**config.mk**
```make
export PLATFORM = sky130hd
export DESIGN_NAME = gcal_corrector
export DESIGN_NICKNAME = d
export VERILOG_FILES = /design/src/rtl/gcal_pkg.sv /design/src/rtl/gcal_divider.sv /design/src/rtl/gcal_coef.sv /design/src/rtl/gcal_datapath.sv /design/src/rtl/gcal_corrector.sv
export SDC_FILE = /design/constraint.sdc
export NUM_CORES = 2
export LEC_CHECK = 0
export BUFFER_PORTS_ARGS = -buffer_cell sky130_fd_sc_hd__buf_2
export CORE_MARGIN = 2
export CORE_UTILIZATION = 45
export DETAILED_ROUTE_END_ITERATION = 8
export HOLD_SLACK_MARGIN = 0.02
export PLACE_DENSITY = 0.59
export SYNTH_ARGS = -nofsm -noshare
export SYNTH_HDL_FRONTEND = slang
export SYNTH_SLANG_ARGS = --single-unit
```
**constraint.sdc**
```tcl
create_clock -name clk -period 13.4 [get_ports clk]
set_input_delay 2.01 -clock clk [delete_from_list [all_inputs] [get_ports clk]]
set_output_delay 2.01 -clock clk [all_outputs]
set_load 0.005 [all_outputs]
```
**src/rtl/gcal_pkg.sv**
```systemverilog
package gcal_pkg;
   typedef enum logic [1:0] {
      GAIN_HI  = 2'd0,
      GAIN_MD  = 2'd1,
      GAIN_LO  = 2'd2,
      GAIN_RSV = 2'd3
   } gain_e;

   typedef enum logic [1:0] {
      ST_IDLE = 2'd0,
      ST_DIVM = 2'd1,
      ST_DIVL = 2'd2,
      ST_OFFS = 2'd3
   } cal_st_e;
endpackage

```
**src/rtl/gcal_divider.sv**
```systemverilog
module gcal_divider #(
   parameter int NUM_W = 25,
   parameter int DEN_W = 13
) (
   input  logic             clk,
   input  logic             rst_n,
   input  logic             start,
   input  logic [NUM_W-1:0] num,
   input  logic [DEN_W-1:0] den,
   output logic             done,
   output logic [NUM_W-1:0] quot
);
   localparam int CNT_W = $clog2(NUM_W + 1);

   logic [DEN_W:0]   rem;
   logic [DEN_W-1:0] den_q;
   logic [NUM_W-1:0] num_q;
   logic [CNT_W-1:0] cnt;
   logic             run;
   logic [DEN_W:0]   trial;

   assign trial = {rem[DEN_W-1:0], quot[NUM_W-1]};

   always_ff @(posedge clk or negedge rst_n) begin
      if (!rst_n) begin
         rem   <= '0;
         quot  <= '0;
         den_q <= '0;
         num_q <= '0;
         cnt   <= '0;
         run   <= 1'b0;
         done  <= 1'b0;
      end else begin
         done <= 1'b0;
         if (start) begin
            rem   <= '0;
            quot  <= num;
            num_q <= num;
            den_q <= den;
            cnt   <= CNT_W'(NUM_W);
            run   <= 1'b1;
         end else if (run) begin
            if (trial >= {1'b0, den_q}) begin
               rem  <= trial - {1'b0, den_q};
               quot <= {quot[NUM_W-2:0], 1'b1};
            end else begin
               rem  <= trial;
               quot <= {quot[NUM_W-2:0], 1'b0};
            end
            cnt <= cnt - 1'b1;
            if (cnt == CNT_W'(1)) begin
               run  <= 1'b0;
               done <= 1'b1;
            end
         end
      end
   end

   logic [NUM_W+DEN_W:0] recon;
   assign recon = (NUM_W+DEN_W+1)'(quot) * (NUM_W+DEN_W+1)'(den_q)
                + (NUM_W+DEN_W+1)'(rem);

   a_r4_div_identity: assert property (@(posedge clk) disable iff (!rst_n)
      done |-> (recon == (NUM_W+DEN_W+1)'(num_q)) && (rem < {1'b0, den_q}));
endmodule

```
**src/rtl/gcal_coef.sv**
```systemverilog
module gcal_coef
   import gcal_pkg::*;
#(
   parameter int CODE_W = 13,
   parameter int FRAC   = 12,
   parameter int INT_W  = 4
) (
   input  logic                            clk,
   input  logic                            rst_n,
   input  logic                            cap_en,
   input  logic [CODE_W-1:0]               cap_code,
   input  logic [1:0]                      cap_gain,
   input  logic                            cap_pt,
   output logic [INT_W+FRAC-1:0]           ratio_md,
   output logic [INT_W+FRAC-1:0]           ratio_lo,
   output logic signed [INT_W+CODE_W+1:0]  off_md,
   output logic signed [INT_W+CODE_W+1:0]  off_lo,
   output logic                            busy,
   output logic                            cal_err
);
   localparam int RAT_W = INT_W + FRAC;
   localparam int NUM_W = CODE_W + FRAC;
   localparam int SC_W  = RAT_W + CODE_W;
   localparam int OFF_W = INT_W + CODE_W + 2;
   localparam logic [RAT_W-1:0] ONE = RAT_W'(1) << FRAC;
   localparam logic [SC_W:0]    HALF = (SC_W+1)'(1) << (FRAC - 1);

   typedef logic [SC_W:0]              sc_t;
   typedef logic signed [OFF_W-1:0]    off_t;
   typedef logic signed [CODE_W:0]     dif_t;

   logic [CODE_W-1:0] tbl [3][2];
   logic [5:0]        mask;
   cal_st_e           st;
   logic              full, bad, div_start, div_done;
   dif_t              d_h, d_m, d_l;
   logic [NUM_W-1:0]  div_num, div_q;
   logic [CODE_W-1:0] div_den;
   logic [RAT_W-1:0]  q_sat;
   sc_t               p_md, p_lo;

   assign full = &mask;
   assign busy = full || (st != ST_IDLE);
   assign d_h  = dif_t'({1'b0, tbl[0][1]}) - dif_t'({1'b0, tbl[0][0]});
   assign d_m  = dif_t'({1'b0, tbl[1][1]}) - dif_t'({1'b0, tbl[1][0]});
   assign d_l  = dif_t'({1'b0, tbl[2][1]}) - dif_t'({1'b0, tbl[2][0]});
   assign bad  = (d_h <= 0) || (d_m <= 0) || (d_l <= 0);

   assign div_start = (st == ST_IDLE && full && !bad) || (st == ST_DIVM && div_done);
   assign div_num   = {d_h[CODE_W-1:0], {FRAC{1'b0}}};
   assign div_den   = (st == ST_IDLE) ? d_m[CODE_W-1:0] : d_l[CODE_W-1:0];
   assign q_sat     = (|(div_q >> RAT_W)) ? '1 : div_q[RAT_W-1:0];

   assign p_md = sc_t'(ratio_md) * sc_t'(tbl[1][1]) + HALF;
   assign p_lo = sc_t'(ratio_lo) * sc_t'(tbl[2][1]) + HALF;

   gcal_divider #(.NUM_W(NUM_W), .DEN_W(CODE_W)) u_div (
      .clk   (clk),
      .rst_n (rst_n),
      .start (div_start),
      .num   (div_num),
      .den   (div_den),
      .done  (div_done),
      .quot  (div_q)
   );

   always_ff @(posedge clk or negedge rst_n) begin
      if (!rst_n) begin
         for (int g = 0; g < 3; g++) begin
            tbl[g][0] <= '0;
            tbl[g][1] <= '0;
         end
         mask     <= '0;
         st       <= ST_IDLE;
         ratio_md <= ONE;
         ratio_lo <= ONE;
         off_md   <= '0;
         off_lo   <= '0;
         cal_err  <= 1'b0;
      end else begin
         if (cap_en && cap_gain != GAIN_RSV) begin
            tbl[cap_gain][cap_pt]     <= cap_code;
            mask[{cap_gain, cap_pt}]  <= 1'b1;
         end
         case (st)
            ST_IDLE: if (full) begin
               mask <= '0;
               if (bad) begin
                  cal_err  <= 1'b1;
                  ratio_md <= ONE;
                  ratio_lo <= ONE;
                  off_md   <= '0;
                  off_lo   <= '0;
               end else begin
                  st <= ST_DIVM;
               end
            end
            ST_DIVM: if (div_done) begin
               ratio_md <= q_sat;
               st       <= ST_DIVL;
            end
            ST_DIVL: if (div_done) begin
               ratio_lo <= q_sat;
               st       <= ST_OFFS;
            end
            default: begin
               off_md  <= off_t'({1'b0, p_md[SC_W:FRAC]}) - off_t'({1'b0, tbl[0][1]});
               off_lo  <= off_t'({1'b0, p_lo[SC_W:FRAC]}) - off_t'({1'b0, tbl[0][1]});
               cal_err <= 1'b0;
               st      <= ST_IDLE;
            end
         endcase
      end
   end

   a_r7_err_unity: assert property (@(posedge clk) disable iff (!rst_n)
      $rose(cal_err) |-> (ratio_md == ONE) && (ratio_lo == ONE) && (off_md == 0) && (off_lo == 0));
   a_r8_table_frozen: assert property (@(posedge clk) disable iff (!rst_n)
      (st != ST_IDLE) |-> !cap_en);
endmodule

```
**src/rtl/gcal_datapath.sv**
```systemverilog
module gcal_datapath
   import gcal_pkg::*;
#(
   parameter int CODE_W = 13,
   parameter int OUT_W  = 13,
   parameter int FRAC   = 12,
   parameter int INT_W  = 4,
   parameter bit ROUND  = 1'b1
) (
   input  logic                            clk,
   input  logic                            rst_n,
   input  logic                            acc,
   input  logic [CODE_W-1:0]               code,
   input  logic [1:0]                      gain,
   input  logic [INT_W+FRAC-1:0]           ratio_md,
   input  logic [INT_W+FRAC-1:0]           ratio_lo,
   input  logic signed [INT_W+CODE_W+1:0]  off_md,
   input  logic signed [INT_W+CODE_W+1:0]  off_lo,
   output logic                            take,
   output logic                            out_valid,
   input  logic                            out_ready,
   output logic [OUT_W-1:0]                out_code
);
   localparam int RAT_W = INT_W + FRAC;
   localparam int SC_W  = RAT_W + CODE_W;
   localparam int OFF_W = INT_W + CODE_W + 2;
   localparam int VAL_W = OFF_W + 1;
   localparam logic [RAT_W-1:0] ONE = RAT_W'(1) << FRAC;

   typedef logic [SC_W:0]           sc_t;
   typedef logic signed [VAL_W-1:0] val_t;

   localparam val_t MAXO = val_t'((VAL_W)'(1) << OUT_W) - val_t'(1);

   sc_t                    half;
   logic                   s1_v, s2_take, s1_load;
   sc_t                    s1_prod, rnd;
   logic signed [OFF_W-1:0] s1_off, off_sel;
   logic [RAT_W-1:0]       rat_sel;
   val_t                   val;
   logic [OUT_W-1:0]       clamped;

   generate
      if (ROUND) begin : g_round
         assign half = sc_t'(1) << (FRAC - 1);
      end else begin : g_trunc
         assign half = '0;
      end
   endgenerate

   assign s2_take = !out_valid || out_ready;
   assign s1_load = !s1_v || s2_take;
   assign take    = s1_load;

   always_comb begin
      case (gain)
         GAIN_MD: begin rat_sel = ratio_md; off_sel = off_md; end
         GAIN_LO: begin rat_sel = ratio_lo; off_sel = off_lo; end
         default: begin rat_sel = ONE;      off_sel = '0;     end
      endcase
   end

   assign rnd = s1_prod + half;
   assign val = val_t'({2'b00, rnd[SC_W:FRAC]}) - val_t'(s1_off);

   always_comb begin
      if (val < 0)         clamped = '0;
      else if (val > MAXO) clamped = '1;
      else                 clamped = val[OUT_W-1:0];
   end

   always_ff @(posedge clk or negedge rst_n) begin
      if (!rst_n) begin
         s1_v      <= 1'b0;
         s1_prod   <= '0;
         s1_off    <= '0;
         out_valid <= 1'b0;
         out_code  <= '0;
      end else begin
         if (s1_load) begin
            s1_v    <= acc;
            s1_prod <= sc_t'(rat_sel) * sc_t'(code);
            s1_off  <= off_sel;
         end
         if (s2_take) begin
            out_valid <= s1_v;
            out_code  <= clamped;
         end
      end
   end

   a_r9_hold: assert property (@(posedge clk) disable iff (!rst_n)
      out_valid && !out_ready |=> out_valid && $stable(out_code));
   a_r9_latency: assert property (@(posedge clk) disable iff (!rst_n)
      acc |=> s1_v);
   a_r9_advance: assert property (@(posedge clk) disable iff (!rst_n)
      s1_v && s2_take |=> out_valid);
endmodule

```
**src/rtl/gcal_corrector.sv**
```systemverilog
module gcal_corrector
   import gcal_pkg::*;
#(
   parameter int CODE_W = 13,
   parameter int OUT_W  = 13,
   parameter int FRAC   = 12,
   parameter int INT_W  = 4,
   parameter bit ROUND  = 1'b1
) (
   input  logic              clk,
   input  logic              rst_n,
   input  logic              in_valid,
   output logic              in_ready,
   input  logic [CODE_W-1:0] in_code,
   input  logic [1:0]        in_gain,
   input  logic              cal_mode,
   input  logic              cal_point,
   output logic              out_valid,
   input  logic              out_ready,
   output logic [OUT_W-1:0]  out_code,
   output logic              busy,
   output logic              cal_err
);
   localparam int RAT_W = INT_W + FRAC;
   localparam int OFF_W = INT_W + CODE_W + 2;

   generate
      if (FRAC < 2 || INT_W < 1) begin : g_bad_fmt
         $error("gcal_corrector: FRAC must be >= 2 and INT_W >= 1");
      end
      if (CODE_W < 2 || OUT_W < 2) begin : g_bad_w
         $error("gcal_corrector: code widths must be >= 2");
      end
   endgenerate

   logic                    dp_take, acc, cap_en;
   logic [RAT_W-1:0]        ratio_md, ratio_lo;
   logic signed [OFF_W-1:0] off_md, off_lo;

   assign in_ready = dp_take && !busy;
   assign acc      = in_valid && in_ready && !cal_mode;
   assign cap_en   = in_valid && in_ready && cal_mode;

   gcal_coef #(.CODE_W(CODE_W), .FRAC(FRAC), .INT_W(INT_W)) u_coef (
      .clk      (clk),
      .rst_n    (rst_n),
      .cap_en   (cap_en),
      .cap_code (in_code),
      .cap_gain (in_gain),
      .cap_pt   (cal_point),
      .ratio_md (ratio_md),
      .ratio_lo (ratio_lo),
      .off_md   (off_md),
      .off_lo   (off_lo),
      .busy     (busy),
      .cal_err  (cal_err)
   );

   gcal_datapath #(.CODE_W(CODE_W), .OUT_W(OUT_W), .FRAC(FRAC), .INT_W(INT_W),
                   .ROUND(ROUND)) u_dp (
      .clk       (clk),
      .rst_n     (rst_n),
      .acc       (acc),
      .code      (in_code),
      .gain      (in_gain),
      .ratio_md  (ratio_md),
      .ratio_lo  (ratio_lo),
      .off_md    (off_md),
      .off_lo    (off_lo),
      .take      (dp_take),
      .out_valid (out_valid),
      .out_ready (out_ready),
      .out_code  (out_code)
   );

   a_r3_cal_silent: assert property (@(posedge clk) disable iff (!rst_n)
      cap_en && !u_dp.s1_v |=> !u_dp.s1_v);
endmodule

```
==> impl_results.md <==
* Status: complete, no violations
* Seq/Total Area, Yosys at 0.190
* Vias per inst at approximately 5.4
* Layout cells sized above 1 at 0.0622
* Peak VDD IR at roughly 0.097 mV
* WP data required at 13.81 ns
* Yosys Warn Count at 0
* Skew-Pair Late Insertion Delay at 0.57 ns
* LEAKAGE at 19.0 nW
* Multi-input logic area at 25800 µm²
* Number of global-route vias before repair at 26700
* Port Buffers at 37
* HP Class: register to register
* FF+latch count, synth at 267
* EDFF count, synth at 0
* Fin nets at 4609
* Synthesized instance count at ~3800
* H-tree Lvls at 2
* Library cells used by synthesis at between 80 and 90
* First-pass GRT wire length at 153000 µm
* Final count of hold timing violations at 0
* Largest net degree at the start of global routing at 174
* Slowest CP cell: nor2b_1
* Reg clk slew, reported paths at 0.06 ns
* Max Buffers Root-to-Sink at 3
* Die ar. at 80400 µm²
* Crit. End Element: register
* DP Cell Count at ~4800
* Top cell by count, worst path: fa_1
* Syn avg cell area at about 9.2 µm²
* GRT overflow at 0
* Total GRT Usage at 0.243
* Final setup fails at 0
* Fin Setup TNS at 0 ns
* Core ar. at 77500 µm²
* # IOs at 38
* Drt initial violations at 1777
* Finished Layout Cells at 4819
* Delay-heaviest family, CP: adder cells
* Drt pass-1 iters at 6
* Drt total wl at 95000 µm
* Worst Tran Pin Value at roughly 1.2 ns
* Final instance area at 37500 µm²
* Post-CTS setup buffer count at 0
* Via Count at 26100
* Die Y-Extent at 284 µm
* Delay of the slowest critical-path stage at 0.96 ns
* Tcrit/Tclk final at 0.683
* CTS buffer count at 34
* Number of max-cap violations at 0
* Mapped Area at between 30000 and 40000 µm²
* Clk root buf: clkbuf_16
* Syn_nets at around 4700
* Placed cell areas at between 30000 and 40000 µm²
* CTS tree: built
* Area grow syn2layout at 6.71%
* Row count at 102
* CP arrival at 9.56 ns
* GP Congestion at approximately 0.86
* Worst path bufs/invs at 6
* DR WL/cell at approximately 20 µm
* Initial antenna violation count at 2
* RSZ-0062 raised after global routing: false
* Max transition margin at 0.188
* Critical path class: primary input to register
* Reg area at 6690 µm²
* Hpwl dp at 72000 µm
* ANT nets after route at 0
* Hold buffers post-CTS at 0
* Drt drc at 0
* PD cells at 125 nW/µm²
* Worst setup SP type: primary input
* Post_cts resized at 0
* N_diodes at 0
* Final Critical Period at 9.15 ns
* Die width at 284 µm
* Clock sinks at roughly 270
* Post-synth ARST share at 1.00
* Slew Viols, Final at 0
* CP max FO at 37
* Highest Clock Rate at 0.109 GHz
* Post-layout util at 0.485
* Initial core utilization at 0.454
* Top_reg_cell synth: dfrtp_1
* Clock Skew at between 0.03 and 0.04 ns
* Fillers at 7365
cell type report:
class / instances / share of cell area
repair buffers: 83 / 0.0147
flip-flops and latches: 267 / 0.178
clock inverters: 12 / 0.00563
multi-input cells: 2818 / 0.686
clock buffers: 49 / 0.0258
inverters: 550 / 0.0550
well taps: 1040 / 0.0347
cells in the mapped netlist, types with 34 or more instances:
master,instances,area [µm²]
xor2_1,52,455
inv_1,550,2060
and2_1,268,1680
ha_1,364,4550
mux2i_1,36,360
o21a_1,42,315
a22o_1,52,455
nor2_1,157,589
mux2_2,46,518
fa_1,470,9410
o21ai_0,130,651
nor3_1,58,290
nand2_1,494,1850
nand3_1,34,170
xnor2_1,75,657
a21oi_1,104,521
nor2b_1,50,313
dfrtp_1,265,6630
a22oi_1,36,270
clkbuf_1,153,574
a21o_1,63,473
stage by stage:
step	hold WS (ns)	total power [W]	setup WS, ns
5_1_grt	0.499	0.00506	3.70
4_1_cts	0.479	0.00471	4.30
2_1_floorplan	0.426	0.00301	4.99
6_report	0.475	0.00468	4.25
3_3_place_gp	0.460	0.00369	3.86
3_5_place_dp	0.466	0.00371	3.71
sequential cells by signal, indices dropped and copies added (netlist names), 16 cells and up:
register	count
u_coef.off_lo	19
u_coef.off_md	19
u_coef.ratio_lo	16
u_coef.ratio_md	16
u_coef.tbl	78
u_coef.u_div.quot	25
u_dp.s1_off	19
u_dp.s1_prod	18
layout by cell type, fill, tap and decap left out, types with 19 or more instances in the layout:
master	count
a22oi_1	36
nand2_1	494
xnor2_1	75
mux2i_1	36
clkbuf_16	34
buf_2	36
buf_4	45
mux2_2	46
o21ai_0	129
inv_1	550
fa_1	470
and2_1	268
dfrtp_1	264
nor3_1	58
or2_2	19
nand2b_1	29
a21o_1	63
nand3_1	34
nor2_1	156
a211oi_1	28
ha_1	363
a22o_1	52
xor2_1	52
nor2b_1	50
o21a_1	42
a21oi_1	104
final timing paths:
check,from,end,slack [ns],cells after the start
max reg2reg,u_coef.tbl[32],u_coef.off_md[15],4.36,30
min reg2reg,u_coef.off_md[6],u_coef.off_md[6],0.48,1
max,in_gain[0],u_dp.s1_prod[27],4.25,26
max in group asynchronous,rst_n,u_coef.u_div.run,10.38,2
min,u_coef.off_md[6],u_coef.off_md[6],0.48,1
min in group asynchronous,rst_n,u_dp.out_code[6],1.48,1
worst reg2reg max path, delay by kind of cell (launching register included):
family                     cells  cell delay [ns]
AOI/OAI and AO/OA             13             2.84
xor gates and xnor gates       2             0.32
adders and majority gates      8             3.40
buffers and inverters          1             0.04
DFF                            1             1.02
and+or+nand+nor                6             1.28
power breakdown:
part | internal [W] | switching (W) | leakage (nW) | total, W
registers | 0.00101 | 0.000245 | 3.44 | 0.00126
logic | 0.00102 | 0.00142 | 15.0 | 0.00244
clock network | 0.000587 | 0.000389 | 0.575 | 0.000975
total | 0.00262 | 0.00206 | 19.0 | 0.00468
kinds of logic (layout without fill, tap and decap cells):
family,after synthesis,count (layout),synth area share
flip-flops,267,267,0.190
buffers and inverters,726,694,0.0784
AO/OA/AOI/OAI,582,582,0.113
multiplexers,82,82,0.0250
AND/OR/NAND/NOR,1193,1193,0.165
adder cells (fa/ha/maj),834,834,0.397
XOR/XNOR,127,127,0.0316
per-layer routing:
metal  GRT usage  routed length (µm)  vias up
met3      0.0357                5770      142
met4      0.0778                3320        0
met2       0.377               41800      657
met1       0.350               44200    13100
met5           0                   0        -
li1            -                   -    12200
No activity file was read; power rests on OpenSTA's default activity.
